[src/rtl/sect_mmu_pkg.sv]
package sect_mmu_pkg;
  localparam int unsigned ADDR_W  = 32;
  localparam int unsigned OFF_W   = 20;
  localparam int unsigned VPN_W   = ADDR_W - OFF_W;
  localparam int unsigned ASID_W  = 8;
  localparam int unsigned BASE_LO = VPN_W + 2;  // table alignment bits
  localparam int unsigned NG_BIT  = 17;
  localparam int unsigned TEXH_BIT = 14;
  localparam int unsigned C_BIT   = 3;

  typedef struct packed {
    logic              ng;
    logic [ASID_W-1:0] asid;
    logic [VPN_W-1:0]  vpn;
    logic [VPN_W-1:0]  ppn;
    logic              cach;
  } tlb_ent_t;

  function automatic logic is_section(input logic [1:0] tag);
    return tag == 2'b10;
  endfunction

  function automatic logic is_cacheable(input logic tex_hi, input logic c);
    return tex_hi | c;
  endfunction
endpackage

[src/rtl/sect_mmu_tlb.sv]
module sect_mmu_tlb
  import sect_mmu_pkg::*;
#(
  parameter int unsigned ENTRIES = 8
) (
  input  logic              clk_i,
  input  logic              rst_ni,
  input  logic [VPN_W-1:0]  lk_vpn_i,
  input  logic [ASID_W-1:0] lk_asid_i,
  output logic              lk_hit_o,
  output logic [VPN_W-1:0]  lk_ppn_o,
  output logic              lk_cach_o,
  input  logic              fill_i,
  input  tlb_ent_t          fill_ent_i,
  input  logic              flush_all_i,
  input  logic              flush_asid_i,
  input  logic [ASID_W-1:0] flush_asid_val_i
);
  localparam int unsigned IDX_W = (ENTRIES > 1) ? $clog2(ENTRIES) : 1;

  tlb_ent_t           ents [ENTRIES];
  logic [ENTRIES-1:0] vld;
  logic [ENTRIES-1:0] hit_vec;
  logic [IDX_W-1:0]   rr_q;

  for (genvar g = 0; g < ENTRIES; g++) begin : g_ent
    logic     v_q;
    tlb_ent_t e_q;
    logic     sel;
    assign sel = fill_i && (rr_q == IDX_W'(g));

    always_ff @(posedge clk_i or negedge rst_ni) begin
      if (!rst_ni)                                               v_q <= 1'b0;
      else if (sel)                                              v_q <= 1'b1;
      else if (flush_all_i)                                      v_q <= 1'b0;
      else if (flush_asid_i && e_q.ng && e_q.asid == flush_asid_val_i) v_q <= 1'b0;
    end

    always_ff @(posedge clk_i) begin
      if (sel) e_q <= fill_ent_i;
    end

    assign vld[g]     = v_q;
    assign ents[g]    = e_q;
    assign hit_vec[g] = v_q && (e_q.vpn == lk_vpn_i) && (!e_q.ng || e_q.asid == lk_asid_i);
  end

  // lowest index wins if a table aliases a global and a private mapping
  always_comb begin
    lk_hit_o  = |hit_vec;
    lk_ppn_o  = '0;
    lk_cach_o = 1'b0;
    for (int i = ENTRIES - 1; i >= 0; i--) begin
      if (hit_vec[i]) begin
        lk_ppn_o  = ents[i].ppn;
        lk_cach_o = ents[i].cach;
      end
    end
  end

  always_ff @(posedge clk_i or negedge rst_ni) begin
    if (!rst_ni)     rr_q <= '0;
    else if (fill_i) rr_q <= (rr_q == IDX_W'(ENTRIES - 1)) ? '0 : rr_q + 1'b1;
  end

  logic unused_vld;
  assign unused_vld = ^vld;
endmodule

[src/rtl/sect_mmu_walk.sv]
module sect_mmu_walk
  import sect_mmu_pkg::*;
(
  input  logic              clk_i,
  input  logic              rst_ni,
  input  logic              start_i,
  input  logic [ADDR_W-1:0] vaddr_i,
  input  logic [ASID_W-1:0] asid_i,
  input  logic [ADDR_W-1:0] base_i,
  output logic              busy_o,
  output logic              done_o,
  output logic [ADDR_W-1:0] wvaddr_o,
  output logic [ASID_W-1:0] wasid_o,
  output logic              mem_req_o,
  output logic [ADDR_W-1:0] mem_addr_o,
  input  logic              mem_rvalid_i
);
  typedef enum logic {W_IDLE, W_FETCH} wst_e;

  wst_e                       st_q;
  logic [ADDR_W-1:BASE_LO]    base_q;
  logic [ADDR_W-1:0]          va_q;
  logic [ASID_W-1:0]          asid_q;

  always_ff @(posedge clk_i or negedge rst_ni) begin
    if (!rst_ni) begin
      st_q   <= W_IDLE;
      base_q <= '0;
      va_q   <= '0;
      asid_q <= '0;
    end else begin
      unique case (st_q)
        W_IDLE: if (start_i) begin
          st_q   <= W_FETCH;
          base_q <= base_i[ADDR_W-1:BASE_LO];
          va_q   <= vaddr_i;
          asid_q <= asid_i;
        end
        W_FETCH: if (mem_rvalid_i) st_q <= W_IDLE;
        default: st_q <= W_IDLE;
      endcase
    end
  end

  assign busy_o     = (st_q == W_FETCH);
  assign done_o     = busy_o && mem_rvalid_i;
  assign mem_req_o  = busy_o;
  assign mem_addr_o = {base_q, va_q[ADDR_W-1:OFF_W], 2'b00};
  assign wvaddr_o   = va_q;
  assign wasid_o    = asid_q;

  logic unused_base;
  assign unused_base = ^base_i[BASE_LO-1:0];
endmodule

[src/rtl/sect_mmu.sv]
module sect_mmu
  import sect_mmu_pkg::*;
#(
  parameter int unsigned TLB_ENTRIES = 8
) (
  input  logic              clk_i,
  input  logic              rst_ni,
  input  logic              mmu_en_i,
  input  logic [ADDR_W-1:0] tbl_base_i,
  input  logic [ASID_W-1:0] asid_i,
  input  logic              req_valid_i,
  input  logic [ADDR_W-1:0] req_vaddr_i,
  output logic              req_ready_o,
  output logic              rsp_valid_o,
  output logic [ADDR_W-1:0] rsp_paddr_o,
  output logic              rsp_cacheable_o,
  output logic              rsp_fault_o,
  output logic              mem_req_o,
  output logic [ADDR_W-1:0] mem_addr_o,
  input  logic              mem_rvalid_i,
  input  logic [ADDR_W-1:0] mem_rdata_i,
  input  logic              flush_asid_i,
  input  logic [ASID_W-1:0] flush_asid_val_i,
  input  logic              flush_all_i
);
  logic              lk_hit, lk_cach, busy, done, accept, start, desc_ok;
  logic [VPN_W-1:0]  lk_ppn;
  logic [ADDR_W-1:0] w_va;
  logic [ASID_W-1:0] w_asid;
  tlb_ent_t          fill_ent;

  assign req_ready_o = !busy;
  assign accept      = req_valid_i && req_ready_o;
  assign start       = accept && mmu_en_i && !lk_hit;
  assign desc_ok     = is_section(mem_rdata_i[1:0]);

  assign fill_ent.ng   = mem_rdata_i[NG_BIT];
  assign fill_ent.asid = w_asid;
  assign fill_ent.vpn  = w_va[ADDR_W-1:OFF_W];
  assign fill_ent.ppn  = mem_rdata_i[ADDR_W-1:OFF_W];
  assign fill_ent.cach = is_cacheable(mem_rdata_i[TEXH_BIT], mem_rdata_i[C_BIT]);

  sect_mmu_tlb #(.ENTRIES(TLB_ENTRIES)) u_tlb (
    .clk_i            (clk_i),
    .rst_ni           (rst_ni),
    .lk_vpn_i         (req_vaddr_i[ADDR_W-1:OFF_W]),
    .lk_asid_i        (asid_i),
    .lk_hit_o         (lk_hit),
    .lk_ppn_o         (lk_ppn),
    .lk_cach_o        (lk_cach),
    .fill_i           (done && desc_ok),
    .fill_ent_i       (fill_ent),
    .flush_all_i      (flush_all_i),
    .flush_asid_i     (flush_asid_i),
    .flush_asid_val_i (flush_asid_val_i)
  );

  sect_mmu_walk u_walk (
    .clk_i        (clk_i),
    .rst_ni       (rst_ni),
    .start_i      (start),
    .vaddr_i      (req_vaddr_i),
    .asid_i       (asid_i),
    .base_i       (tbl_base_i),
    .busy_o       (busy),
    .done_o       (done),
    .wvaddr_o     (w_va),
    .wasid_o      (w_asid),
    .mem_req_o    (mem_req_o),
    .mem_addr_o   (mem_addr_o),
    .mem_rvalid_i (mem_rvalid_i)
  );

  always_ff @(posedge clk_i or negedge rst_ni) begin
    if (!rst_ni) begin
      rsp_valid_o     <= 1'b0;
      rsp_paddr_o     <= '0;
      rsp_cacheable_o <= 1'b0;
      rsp_fault_o     <= 1'b0;
    end else if (accept && (!mmu_en_i || lk_hit)) begin
      rsp_valid_o     <= 1'b1;
      rsp_paddr_o     <= mmu_en_i ? {lk_ppn, req_vaddr_i[OFF_W-1:0]} : req_vaddr_i;
      rsp_cacheable_o <= mmu_en_i && lk_cach;
      rsp_fault_o     <= 1'b0;
    end else if (done) begin
      rsp_valid_o     <= 1'b1;
      rsp_paddr_o     <= desc_ok ? {mem_rdata_i[ADDR_W-1:OFF_W], w_va[OFF_W-1:0]} : '0;
      rsp_cacheable_o <= desc_ok && fill_ent.cach;
      rsp_fault_o     <= !desc_ok;
    end else begin
      rsp_valid_o     <= 1'b0;
    end
  end
endmodule


[config.mk]
export PLATFORM = sky130hd
export DESIGN_NAME = sect_mmu
export DESIGN_NICKNAME = d
export VERILOG_FILES = /design/src/rtl/sect_mmu_pkg.sv /design/src/rtl/sect_mmu_tlb.sv /design/src/rtl/sect_mmu_walk.sv /design/src/rtl/sect_mmu.sv
export SDC_FILE = /design/constraint.sdc
export NUM_CORES = 1
export LEC_CHECK = 0
export ABC_CLOCK_PERIOD_IN_PS = 3600
export BUFFER_PORTS_ARGS = -buffer_cell sky130_fd_sc_hd__buf_2
export CAP_MARGIN = 5
export CORE_ASPECT_RATIO = 1.5
export CORE_UTILIZATION = 59
export DETAILED_ROUTE_END_ITERATION = 7
export HOLD_SLACK_MARGIN = 0.02
export PLACE_DENSITY = 0.8
export SETUP_SLACK_MARGIN = 0.3
export SLEW_MARGIN = 10
export SYNTH_ARGS = -nofsm -noshare
export SYNTH_HDL_FRONTEND = slang
export SYNTH_SLANG_ARGS = --single-unit
export TNS_END_PERCENT = 20
[constraint.sdc]
create_clock -name clk_i -period 3.6 [get_ports clk_i]
set_input_delay 0.72 -clock clk_i [delete_from_list [all_inputs] [get_ports clk_i]]
set_output_delay 0.72 -clock clk_i [all_outputs]
set_load 0.02 [all_outputs]
==> flow_summary.yaml, run 1 <==
logic_synthesis:
  netlist_instances: 1157
  synth_seq_cells: 377
  async_flop_share: 0.279
  avgSynthCellArea_um2: 14.7
  synth_edf_count: 272
  seq_area_frac_synth: 0.636
  synth_warnings: 0
  synth_ff_type: "edfxtp_1"
  netlist_area_um2: 17000
  synth.distinct_cells: 65
worst_setup_path:
  startpoint: "req_vaddr_i[31]"
  cp.buffers_inverters: 2
  r2r-end: "u_walk.wvaddr_o[31]$_DFFE_PN0P_"
  critPathMaxFanout: 31
  critPathSlowestCell: "nor3b_4"
  end_kind: "flip-flop"
  crit_chain: "buf_2 > xnor2_1 > nand4_1 > or4_1 > a2bb2oi_1 > nand4_4 > nor3b_4 > buf_12 > mux2_2"
  arrival_ns: 3.60
  worst_ep_required_time_ns: 4.00
  cp_num_cells: 9
  r2r_setup_slack_ns: 0.45
  timing.critical_path.slowest_cell_delay_ns: 0.83
  rr_startpoint: "u_tlb.ents[164]$_DFFE_PP_"
  path_class: "in2reg"
  reg2reg_depth: 8
  worstSetupEndpoint: "u_walk.wvaddr_o[31]$_DFFE_PN0P_"
  start_kind: "input pin"
  path_delay_family: "simple AND/OR/NAND/NOR gates"
pwr:
  power_frac_seq: 0.513
  intPower_mw: 7.79
  switching_share: 0.255
  comb_power_share: 0.125
  clockPowerShare: 0.361
  power_density_nw_per_um2: 534
  total_power_mw: 10.5
  leakage_nw: 7.06
  switching_power_mw: 2.67
  vdd_drop_max_uv: 668
timing:
  min_period_ns: 3.19
  drv_slew: 0
  whs_ns: 0.277
  finalHoldViolations: 0
  final-setup-viol-count: 0
  worst_slew_pin_slew_ns: 1.15
  clock_skew_ns: 0.0238
  fin_crit_sh: 0.887
  rsz0062_at_grt: "false"
  max_slew_margin: 0.235
  setup_slack_ns: 0.407
  fmax_mhz: 313
place:
  globalplace.congestion: 1.01
  io_buffers: 156
  dpl_worst_slack_ns: -0.0711
  placed_cell_area_um2: 18400
  place.detailed.hpwl_um: 29400
detailed_routing:
  drc: 0
  drtIter0Drc: 992
  post_drt_via_cell_ratio: 6.49
  wl_um: 44700
  first_pass_iters: 5
  drtAntennaViolNets: 0
  num_vias: 11100
  wl_per_cell_um: 26.2
clock_tree:
  cts-root-buf: "clkbuf_16"
  numCtsBuffers: 36
  clk_pin_slew_worst_paths_ns: 0.06
  clk_latency_ns: 0.53
  cts_setup_buffers: 0
  cts_buffer_depth: 3
  cts_hold_buf: 0
  htree_levels: 2
  cts_sinks: 377
  cts_tree: "yes"
  cts_resized: 0
layout:
  fin_nets: 1459
  diodes: 0
  drive_above_1_share: 0.292
  final_cell_area_um2: 19600
  area_delta_synth_final_pct: 15.3
  final_util: 0.695
hold_path:
  min_path_type: "in2async"
floorplanning:
  core_um2: 28200
  die_y_um: 210
  dieArea_um2: 29500
  num_io_pins: 188
  rows: 75
  start_util: 0.603
  die_w_um: 140
global_route:
  antenna_found_initial: 1
  grt_max_degree: 56
  grt_pass1_wl_um: 67800
  grtUsageTotal: 0.312
  grt-ovfl-total: 0
  first_global_vias: 11600
flow_run:
  drv_cap: 0
outcome:
  status: "complete, no violations"
-- layer usage --
| layer | global-route usage | routed length [um] | vias to the layer above | share of wire |
|---|---|---|---|---|
| met1 | 0.363 | 15700 | 5525 | 0.35 |
| met4 | 0.199 | 3030 | 2 | 0.068 |
| met2 | 0.537 | 22500 | 623 | 0.50 |
| met5 | 0 | 13 | - | 0.00029 |
| met3 | 0.0522 | 3390 | 159 | 0.076 |
| li1 | - | - | 4767 | - |
-- synth_stat cells (4+ instances only) --
cell type | number | area, um2
buf_2 | 14 | 70.1
nor3_1 | 14 | 70.1
a21oi_1 | 13 | 65.1
mux2_4 | 9 | 135
nand2b_1 | 6 | 37.5
xor2_1 | 52 | 455
mux2_2 | 69 | 777
o2111ai_1 | 13 | 114
xnor2_1 | 169 | 1480
o32a_1 | 12 | 120
nand2_1 | 22 | 82.6
ha_1 | 6 | 75.1
o21ai_0 | 8 | 40.0
dfrtp_1 | 105 | 2630
nor2_1 | 4 | 15.0
clkbuf_1 | 36 | 135
a32oi_1 | 14 | 123
o31a_1 | 12 | 105
a311oi_1 | 12 | 105
nor4_1 | 17 | 106
nand4_1 | 50 | 313
buf_6 | 8 | 90.1
o21a_1 | 13 | 97.6
o22a_1 | 12 | 105
and2_1 | 8 | 50.1
edfxtp_1 | 272 | 8170
a31o_2 | 8 | 70.1
nand3_1 | 27 | 135
a22o_1 | 44 | 385
inv_1 | 20 | 75.1
buf_4 | 25 | 188
o221a_2 | 12 | 135
and3_1 | 5 | 31.3
-- placed cells by master (no fill, tap or decap), types with 5 or more instances in the layout --
| cell | instances |
|---|---|
| a21oi_1 | 13 |
| a22o_1 | 44 |
| a311oi_1 | 12 |
| a31o_2 | 8 |
| a32oi_1 | 14 |
| and2_2 | 5 |
| buf_12 | 12 |
| buf_2 | 155 |
| buf_4 | 57 |
| clkbuf_16 | 37 |
| clkbuf_8 | 6 |
| clkinv_1 | 6 |
| dfrtp_1 | 105 |
| edfxtp_1 | 272 |
| ha_1 | 6 |
| inv_1 | 20 |
| mux2_2 | 69 |
| mux2_4 | 9 |
| nand2_1 | 22 |
| nand2b_1 | 6 |
| nand3_1 | 27 |
| nand4_1 | 50 |
| nor3_1 | 14 |
| nor4_1 | 16 |
| o2111ai_1 | 13 |
| o21a_1 | 13 |
| o21ai_0 | 6 |
| o221a_2 | 12 |
| o22a_1 | 12 |
| o31a_1 | 12 |
| o32a_1 | 12 |
| xnor2_1 | 169 |
| xor2_1 | 52 |
-- state kept, by name (all words and copies together) (netlist names) --
name	cells
rsp_cacheable_o	1
rsp_fault_o	1
rsp_paddr_o	32
rsp_valid_o	1
u_tlb.ents	272
u_tlb.g_ent.v_q	8
u_tlb.rr_q	3
u_walk.base_q	18
u_walk.busy_o	1
u_walk.wasid_o	8
u_walk.wvaddr_o	32
-- how the worst min path moves through the flow --
stage                                             start                       endpoint  slack [ns]  cells past startpoint
after global placement    u_walk.base_q[17]$_DFFE_PN0P_  u_walk.base_q[17]$_DFFE_PN0P_        0.49                      1
after floorplan                                  rst_ni    rsp_cacheable_o$_DFFE_PN0P_        0.42                      0
after detailed placement  u_walk.base_q[25]$_DFFE_PN0P_  u_walk.base_q[25]$_DFFE_PN0P_        0.49                      1
after CTS                                        rst_ni  u_walk.base_q[27]$_DFFE_PN0P_        0.30                      1
after global routing                             rst_ni  u_walk.base_q[27]$_DFFE_PN0P_        0.33                      1
final                                            rst_ni  u_walk.base_q[27]$_DFFE_PN0P_        0.28                      1
-- per-stage QoR --
step / TNS [ns] / instances
after floorplan: 0 / 1158
after global placement: -0.982 / 1642
after detailed placement: -2.01 / 1642
after CTS: 0 / 1706
after global routing: 0 / 1706
final: 0 / 1706
-- logic make-up (layout without fill, tap and decap cells) --
kind of cell,count (synthesis),count (layout),synth area share
flops,377,377,0.636
xor+xnor,221,221,0.114
compound gates,193,193,0.0965
simple gates,175,175,0.0613
buf+inv,106,308,0.0336
mux,78,78,0.0538
fa+ha+maj,6,6,0.00442
other cells,1,2,0.000221
-- power by group through the flow --
stage                     Clock (mW)  Combinational, mW  Sequential (mW)
after floorplan                    0              0.733             5.47
after global placement             0               1.26             5.42
after detailed placement           0               1.30             5.44
after CTS                       3.80               1.32             5.36
after global routing            3.97               1.40             5.40
final                           3.77               1.31             5.37
-- layout make-up --
cell class,instances,area [um2]
Inverter,20,75.1
Clock buffer,47,1020
Multi-Input combinational cell,675,5640
Fill cell,1872,8590
Sequential cell,377,10800
Clock inverter,17,151
Tap cell,346,433
Timing Repair Buffer,224,1440
-- worst reg2reg max path, stage by stage, from the launching register on --
cell and delay [ns]:
edfxtp_1 0.42, xnor2_1 0.25, nand4_1 0.15, o21ai_0 0.20
a32oi_1 0.33, nand4_4 0.17, nor3b_4 0.83, buf_12 0.30
mux2_2 0.39
(Power assumes the default switching activity.)
==> run 2: changes to the inputs <==
- ABC_CLOCK_PERIOD_IN_PS: 3600 -> 3800
- CORE_UTILIZATION: 59 -> 63
- PLACE_DENSITY: 0.8 -> 0.85
- clock period: 3.6 -> 3.8 ns (I/O delays scaled with it)
==> flow_summary.yaml, run 2 (synthesis gave the netlist of run 1 again) <==
clock_tree:
  cts_tree: "yes"
  htree_levels: 2
  cts_resized: 0
  cts_sinks: 377
  cts_setup_buffers: 0
  cts_hold_buf: 0
  cts_buffer_depth: 3
  clk_latency_ns: 0.53
  clk_pin_slew_worst_paths_ns: 0.07
  cts-root-buf: "clkbuf_16"
  numCtsBuffers: 34
floorplanning:
  die_w_um: 136
  start_util: 0.641
  die_y_um: 203
  num_io_pins: 188
  rows: 73
  dieArea_um2: 27600
  core_um2: 26500
place:
  placed_cell_area_um2: 18100
  dpl_worst_slack_ns: 0.157
  globalplace.congestion: 0.929
  dp.cells: 1608
  io_buffers: 156
  place.detailed.hpwl_um: 29100
detailed_routing:
  wl_per_cell_um: 26.5
  first_pass_iters: 6
  wl_um: 44400
  post_drt_via_cell_ratio: 6.62
  num_vias: 11100
  drtAntennaViolNets: 0
  drc: 0
  drtIter0Drc: 1241
layout:
  instances_no_fill: 1671
  final_cell_mix: "272 x edfxtp_1, 169 x xnor2_1, 155 x buf_2, 105 x dfrtp_1, 69 x mux2_2"
  area_delta_synth_final_pct: 13.2
  drive_above_1_share: 0.281
  final_common_cell: "edfxtp_1"
  fin_nets: 1433
  largest_register_ffs: 272
  final_cell_area_um2: 19200
global_route:
  first_global_vias: 11400
  antenna_found_initial: 0
  grt_max_degree: 77
  grt_pass1_wl_um: 67300
  grtUsageTotal: 0.337
  grt-ovfl-total: 0
timing:
  fmax_mhz: 311
  final-setup-viol-count: 0
  drv_slew: 0
  setup_tns_ns: 0
  setup_slack_ns: 0.581
  fin_crit_sh: 0.847
  min_period_ns: 3.22
  clock_skew_ns: 0.0167
  rsz0062_at_grt: "false"
  finalHoldViolations: 0
  max_slew_margin: 0.246
  worst_slew_pin_slew_ns: 1.13
worst_setup_path:
  arrival_ns: 3.67
  worst_ep_required_time_ns: 4.25
  path_class: "in2reg"
  start_kind: "input pin"
  end_kind: "flip-flop"
  reg2reg_depth: 7
  critPathMaxFanout: 16
pwr:
  power_density_nw_per_um2: 499
  leakage_nw: 6.88
  vdd_drop_max_uv: 491
flow_run:
  drv_cap: 0
hold_path:
  min_path_type: "in2async"
outcome:
  status: "complete, no violations"
[run 2: cell types whose count changed in the layout (fill, tap and decap cells not counted), sizes merged]
cell and delta:
inv +2, buf -24, clkinv +1, clkbuf -3, diode +1, clkinvlp -1, bufinv -2
[run 2: area by class of cell]
type	instances	area, um2
multi-input cells	675	5640
fillers	1697	7280
flip-flops and latches	377	10800
diodes	1	2.50
inverters	20	75.1
repair buffers	200	1210
clock buffers	44	955
well taps	337	422
clock inverters	17	101
[run 2: worst max-delay path: stages]
cell and delay (ns):
buf_2 0.27, xnor2_1 0.12, nand4_1 0.15, o21ai_0 0.36, a2bb2oi_1 0.38, nand4_4 0.32
o211ai_1 1.00, o21a_1 0.30
[run 2: path summary, 6_finish.rpt]
kind / startpoint / to / slack (ns)
min in group clk_i: mem_rvalid_i / u_walk.busy_o$_DFF_PN0_ / 0.43
setup reg to reg: u_tlb.ents[129]$_DFFE_PP_ / rsp_paddr_o[22]$_DFFE_PN0P_ / 0.60
hold reg to reg: u_walk.base_q[14]$_DFFE_PN0P_ / u_walk.base_q[14]$_DFFE_PN0P_ / 0.51
max in group asynchronous: rst_ni / u_walk.base_q[25]$_DFFE_PN0P_ / 2.55
hold / removal: rst_ni / u_walk.wvaddr_o[27]$_DFFE_PN0P_ / 0.40
setup / recovery: asid_i[5] / rsp_paddr_o[22]$_DFFE_PN0P_ / 0.58
[run 2: through the flow]
step | power [mW] | hold WS (ns) | utilization
6_report | 9.59 | 0.400 | 0.725
3_5_place_dp | 6.36 | 0.491 | 0.685
2_1_floorplan | 5.88 | 0.464 | -
5_1_grt | 9.87 | 0.430 | 0.725
4_1_cts | 9.60 | 0.415 | 0.725
3_3_place_gp | 6.30 | 0.485 | 0.685
[run 2: metal layers]
layer  wire, um  part of all wire  vias to the layer above  track usage
li1           -                 -                     4704            -
met1      15100              0.34                     5462        0.396
met2      22400              0.50                      712        0.562
met3       3910             0.088                      190       0.0649
met4       2990             0.067                        0        0.219
met5          0                 0                        -            0
[run 2: report_power, final]
| part | total (mW) | switching (mW) | internal [mW] |
|---|---|---|---|
| logic | 1.22 | 0.689 | 0.528 |
| registers | 5.08 | 0.299 | 4.78 |
| clock network | 3.30 | 1.50 | 1.79 |
